===== src/rtl/uirq_pkg.sv =====
package uirq_pkg;
    typedef enum logic [2:0] {
        ID_MODEM  = 3'b000,
        ID_THR    = 3'b001,
        ID_RXDATA = 3'b010,
        ID_LINE   = 3'b011,
        ID_RXTMO  = 3'b110
    } irq_id_e;

    typedef enum logic {
        ST_TRACK = 1'b0,
        ST_READ  = 1'b1
    } rd_state_e;
endpackage


===== src/rtl/uirq_trigger.sv =====
module uirq_trigger #(
    parameter int FIFO_DEPTH = 16,
    parameter int LVL0 = 1,
    parameter int LVL1 = 4,
    parameter int LVL2 = 8,
    parameter int LVL3 = 14,
    localparam int CNT_W = $clog2(FIFO_DEPTH + 1)
) (
    input  logic             clk,
    input  logic             rst_n,
    input  logic             fifo_en,
    input  logic [1:0]       trig_sel,
    input  logic [CNT_W-1:0] rx_count,
    output logic             rx_hit
);
    logic [CNT_W-1:0] level_q;
    logic [CNT_W-1:0] level_d;

    always_comb begin
        unique case (trig_sel)
            2'd0: level_d = CNT_W'(LVL0);
            2'd1: level_d = CNT_W'(LVL1);
            2'd2: level_d = CNT_W'(LVL2);
            default: level_d = CNT_W'(LVL3);
        endcase
    end

    always_ff @(posedge clk or negedge rst_n) begin
        if (!rst_n) level_q <= CNT_W'(LVL0);
        else        level_q <= level_d;
    end

    always_comb begin
        if (fifo_en) rx_hit = (rx_count >= level_q);
        else         rx_hit = (rx_count != '0);
    end
endmodule


===== src/rtl/uirq_thr_track.sv =====
module uirq_thr_track (
    input  logic clk,
    input  logic rst_n,
    input  logic thr_empty,
    input  logic ack,
    output logic pend
);
    logic prev_q;
    logic pend_q;

    always_ff @(posedge clk or negedge rst_n) begin
        if (!rst_n) begin
            prev_q <= 1'b0;
            pend_q <= 1'b0;
        end else begin
            prev_q <= thr_empty;
            if (!thr_empty)      pend_q <= 1'b0;
            else if (!prev_q)    pend_q <= 1'b1;
            else if (ack)        pend_q <= 1'b0;
        end
    end

    assign pend = pend_q;
endmodule


===== src/rtl/uirq_prio_enc.sv =====
module uirq_prio_enc
    import uirq_pkg::*;
(
    input  logic    line_err,
    input  logic    rx_hit,
    input  logic    rx_tmo,
    input  logic    thr_pend,
    input  logic    modem_chg,
    output irq_id_e code,
    output logic    pending
);
    always_comb begin
        pending = 1'b1;
        if (line_err)       code = ID_LINE;
        else if (rx_hit)    code = ID_RXDATA;
        else if (rx_tmo)    code = ID_RXTMO;
        else if (thr_pend)  code = ID_THR;
        else if (modem_chg) code = ID_MODEM;
        else begin
            code    = ID_MODEM;
            pending = 1'b0;
        end
    end
endmodule


===== src/rtl/uirq_ident.sv =====
module uirq_ident
    import uirq_pkg::*;
#(
    parameter int FIFO_DEPTH = 16,
    localparam int CNT_W = $clog2(FIFO_DEPTH + 1)
) (
    input  logic             clk,
    input  logic             rst_n,
    input  logic             fifo_en,
    input  logic [1:0]       trig_sel,
    input  logic [CNT_W-1:0] rx_count,
    input  logic             line_err,
    input  logic             rx_timeout,
    input  logic             thr_empty,
    input  logic             modem_chg,
    input  logic             status_rd,
    output logic [7:0]       status,
    output logic             irq
);
    rd_state_e state_q, state_d;
    logic [7:0] status_q, status_d;
    logic       irq_q;
    logic       rx_hit, thr_pend, thr_ack, pending;
    irq_id_e    code;
    logic [7:0] live;

    uirq_trigger #(.FIFO_DEPTH(FIFO_DEPTH)) trig_i (
        .clk(clk), .rst_n(rst_n), .fifo_en(fifo_en),
        .trig_sel(trig_sel), .rx_count(rx_count), .rx_hit(rx_hit)
    );

    uirq_thr_track thr_i (
        .clk(clk), .rst_n(rst_n), .thr_empty(thr_empty),
        .ack(thr_ack), .pend(thr_pend)
    );

    uirq_prio_enc enc_i (
        .line_err(line_err), .rx_hit(rx_hit),
        .rx_tmo(rx_timeout & fifo_en), .thr_pend(thr_pend),
        .modem_chg(modem_chg), .code(code), .pending(pending)
    );

    assign live = {fifo_en, fifo_en, 2'b00, code, ~pending};

    // next state
    always_comb begin
        state_d  = state_q;
        status_d = status_q;
        thr_ack  = 1'b0;
        unique case (state_q)
            ST_TRACK: begin
                status_d = live;
                if (status_rd) begin
                    state_d = ST_READ;
                    thr_ack = pending && (code == ID_THR);
                end
            end
            ST_READ: begin
                if (!status_rd) begin
                    state_d  = ST_TRACK;
                    status_d = live;
                end
            end
            default: state_d = ST_TRACK;
        endcase
    end

    // state register
    always_ff @(posedge clk or negedge rst_n) begin
        if (!rst_n) state_q <= ST_TRACK;
        else        state_q <= state_d;
    end

    // output registers
    always_ff @(posedge clk or negedge rst_n) begin
        if (!rst_n) begin
            status_q <= 8'h01;
            irq_q    <= 1'b0;
        end else begin
            status_q <= status_d;
            irq_q    <= ~status_d[0];
        end
    end

    assign status = status_q;
    assign irq    = irq_q;
endmodule


===== config.mk =====
export PLATFORM = sky130hd
export DESIGN_NAME = uirq_ident
export DESIGN_NICKNAME = d
export VERILOG_FILES = /design/src/rtl/uirq_pkg.sv /design/src/rtl/uirq_trigger.sv /design/src/rtl/uirq_thr_track.sv /design/src/rtl/uirq_prio_enc.sv /design/src/rtl/uirq_ident.sv
export SDC_FILE = /design/constraint.sdc
export NUM_CORES = 1
export LEC_CHECK = 0
export CAP_MARGIN = 0
export CORE_UTILIZATION = 40
export CTS_BUF_LIST = sky130_fd_sc_hd__clkbuf_4
export DETAILED_ROUTE_END_ITERATION = 12
export HOLD_SLACK_MARGIN = 0.03
export PLACE_DENSITY_LB_ADDON = 0.2
export RECOVER_POWER = 25
export REMOVE_ABC_BUFFERS = 1
export SETUP_SLACK_MARGIN = 0.5
export SLEW_MARGIN = 20
export SYNTH_ARGS = -nofsm -noshare
export SYNTH_HDL_FRONTEND = slang
export SYNTH_SLANG_ARGS = --single-unit

===== constraint.sdc =====
create_clock -name clk -period 2.5 [get_ports clk]
set_input_delay 0.5 -clock clk [delete_from_list [all_inputs] [get_ports clk]]
set_output_delay 0.5 -clock clk [all_outputs]
set_load 0.02 [all_outputs]

==> metrics.csv <==
metric;value;unit
status;finished clean;
switching fraction of total power;24.37;%
Startpoint Class;input port;
Core Box Area;1524;um^2
arrival time worst endpoint;2120;ps
total die area;1805;um^2
Flop pwr share;49.6;%
simple-gate share of the synthesized area;12.60;%
multi-input logic area;301.5;um^2
share of flip-flops with an asynchronous set or reset;100.0;%
# Max-Cap Violations;0;
initial antenna violation count;0;
number of synthesized flops with an enable pin;0;
Comb power frac;21.0;%
clock power share;29.4;%
Post-Place Cell Area;863.3;um^2
fill count;143;
Slew Limit Fails;0;
port buffer count;21;
Synth warnings;0;
Post-Syn Area;655.6;um^2
DRT iter0 DRCs;4;
largest net degree at the start of global routing;14;
Static Leak;0.4146;nW
clk sinks;13;
compound-cell area share of the yosys netlist;17.18;%
CP Capture Type;flop;
placed cells;91;
ANT nets after route;0;
chip width;42.49;um
Tot Pwr;0.0004580;W
relative slew slack;64.36;%
crit-path cells;dlygate4sd2_1 -> ha_1 -> nor2b_4 -> a2111oi_4 -> o21ai_2 -> buf_4 -> mux2_2;
largest family of logic cells by synthesized area;compound AO/OA/AOI/OAI gates;
Final min period;1967;ps
Max Root-Sink Buffers;2;
CP Class;in2reg;
# IOs;24;
Least-Margin Pin Slew;532.9;ps
gpl congestion;0.8014;
sum of buffers and inverters on the critical path;2;
Die Y;42.49;um
crit-path max FO;3;
post-synthesis mux area share;3.435;%
vias in the first global route;467;
CP Data Required Time;2660;ps
Adder-Cell Fraction of Synth Area;7.634;%
CTS root buf;clkbuf_4;
nets@finish;102;
sequential cell area;327.8;um^2
cells after synthesis;58;
Final Instance Area;935.9;um^2
via density per instance;4.867;
P&R area growth vs syn;42.75;%
sum of net half-perimeters after detailed placement;885;um
number of synthesized register bits;13;
pwr dens;489.4;nW/um^2
CTS tree;built;
routed length per instance;11.53;um
post-route setup slack;532.8;ps
Finished Layout Cells;98;
xor/xnor share of the synthesized area;0;%
crit share post-route;78.69;%
share of cells above drive strength 1;25.61;%
VDD IR max;297.8;uV
first-pass GRT wire length;1863;um
Setup Viol. Count Final;0;
most frequent cells in the layout;clkdlybuf4s50_1 (11), dfrtp_1 (11), inv_1 (6), dlygate4sd3_1 (5);
Starting Density;43.02;%
total gr overflow;0;
commonest register cell after synthesis;dfrtp_1;
P_int;0.0003464;W
unrepaired setup endpoints after global routing;no;
CP max stage cell;a2111oi_4;
sw power;0.0001116;W
synth unique cells;26;
Seq/Total Area, Yosys;50.00;%
highest clock rate;508.3;MHz
total iterations of the first detailed-routing run;2;
htree depth;1;
Worst-path clk slew;70;ps
hold crit path type;reg2reg;
DP Worst Slack;-38.35;ps
Row Count;14;
# DRC;0;
Post-CTS Hold Fix Bufs;0;
n_diodes;0;
GRT Overall Usage;14.38;%
CP peak stage delay;400;ps
TritonCTS Buffers;3;
Routed Wire Length;1130;um
Skew-Pair Late Insertion Delay;270;ps
Syn Area/Cell;11.30;um^2
routed vias;477;
delay-heaviest family, CP;compound AO/OA/AOI/OAI gates;
Clock Skew;3.588;ps
Fin. Hold Viols;0;
[sequential cells by signal (all words and copies together) (netlist names)]
register / cells
status: 5
trig_i.level_q: 4
irq: 1
state_q: 1
thr_i.pend: 1
thr_i.prev_q: 1
[synth_stat cells, types with 2 or more instances]
cell type	count	area share, %
and2_1	3	2.9
dfrtp_1	11	42
dfstp_2	2	8.0
o41ai_1	2	2.7
nand2_1	3	1.7
buf_4	3	3.4
clkbuf_1	3	1.7
mux2_2	2	3.4
inv_1	6	3.4
nor2_1	4	2.3
ha_1	4	7.6
[routing by layer]
layer | share of wire, % | global-route usage (%) | up-vias
met2 | 50 | 22.77 | 15
met4 | 2.4 | 11.25 | 0
met5 | 0 | 0 | -
li1 | - | - | 241
met1 | 43 | 17.55 | 217
met3 | 5.0 | 1.724 | 4
[power groups by stage]
| stage | registers, W | logic [W] | clock network [W] |
|---|---|---|---|
| floorplan | 0.000239 | 0.0000332 | 0 |
| finish | 0.000227 | 0.0000960 | 0.000135 |
| global placement | 0.000231 | 0.0000898 | 0 |
| CTS | 0.000227 | 0.0000955 | 0.000141 |
| global route | 0.000229 | 0.000105 | 0.000150 |
| detailed placement | 0.000232 | 0.0000911 | 0 |
[final cells by class]
cell class / count / share of cell area, %
flip-flops and latches: 13 / 35.03
repair buffers: 25 / 25.00
clock buffers: 4 / 3.209
multi-input cells: 34 / 32.22
inverters: 6 / 2.406
well taps: 16 / 2.139
[final timing paths]
kind                                         from  depth (start not counted)  slack, ps         to
worst max register to register  trig_i.level_q[3]                          7        610  status[2]
worst min-delay path                    status[3]                          2        480  status[3]
max in group asynchronous                   rst_n                          1       1490  status[0]
min in group asynchronous                   rst_n                          1        640    state_q
worst max-delay path                  rx_count[1]                          7        530  status[2]
worst min register to register          status[3]                          2        480  status[3]
[worst min-delay path: cells and delay by family (launching register included)]
kind / cells / cell delay (ps)
AND/OR/NAND/NOR: 1 / 50
AO/OA/AOI/OAI: 1 / 50
flip-flops: 1 / 350
[timing repair]
item                                    CTS  global route
endpoints found under the setup margin    6             4
resized for setup                         8             5
setup buffers                             2             1
gates cloned                              0             0
pin swaps                                 5             5
[logic make-up (layout without fill, tap and decap cells)]
logic type / Yosys count / in the layout
other: 1 / 2
and+or+nand+nor: 15 / 15
AOI/OAI and AO/OA: 11 / 11
buffers and inverters: 12 / 35
DFF: 13 / 13
adders and majority gates: 4 / 4
muxes: 2 / 2
[metrics by stage]
step	setup TNS (ps)	util, %	hold WS [ps]
5_1_grt	0	61.41	515.0
2_1_floorplan	0	-	204.4
6_report	0	61.41	482.2
4_1_cts	0	60.51	494.1
3_3_place_gp	-2.034	56.65	469.5
3_5_place_dp	-38.35	56.65	477.4
Note: power is estimated with default switching activity, not from simulation.
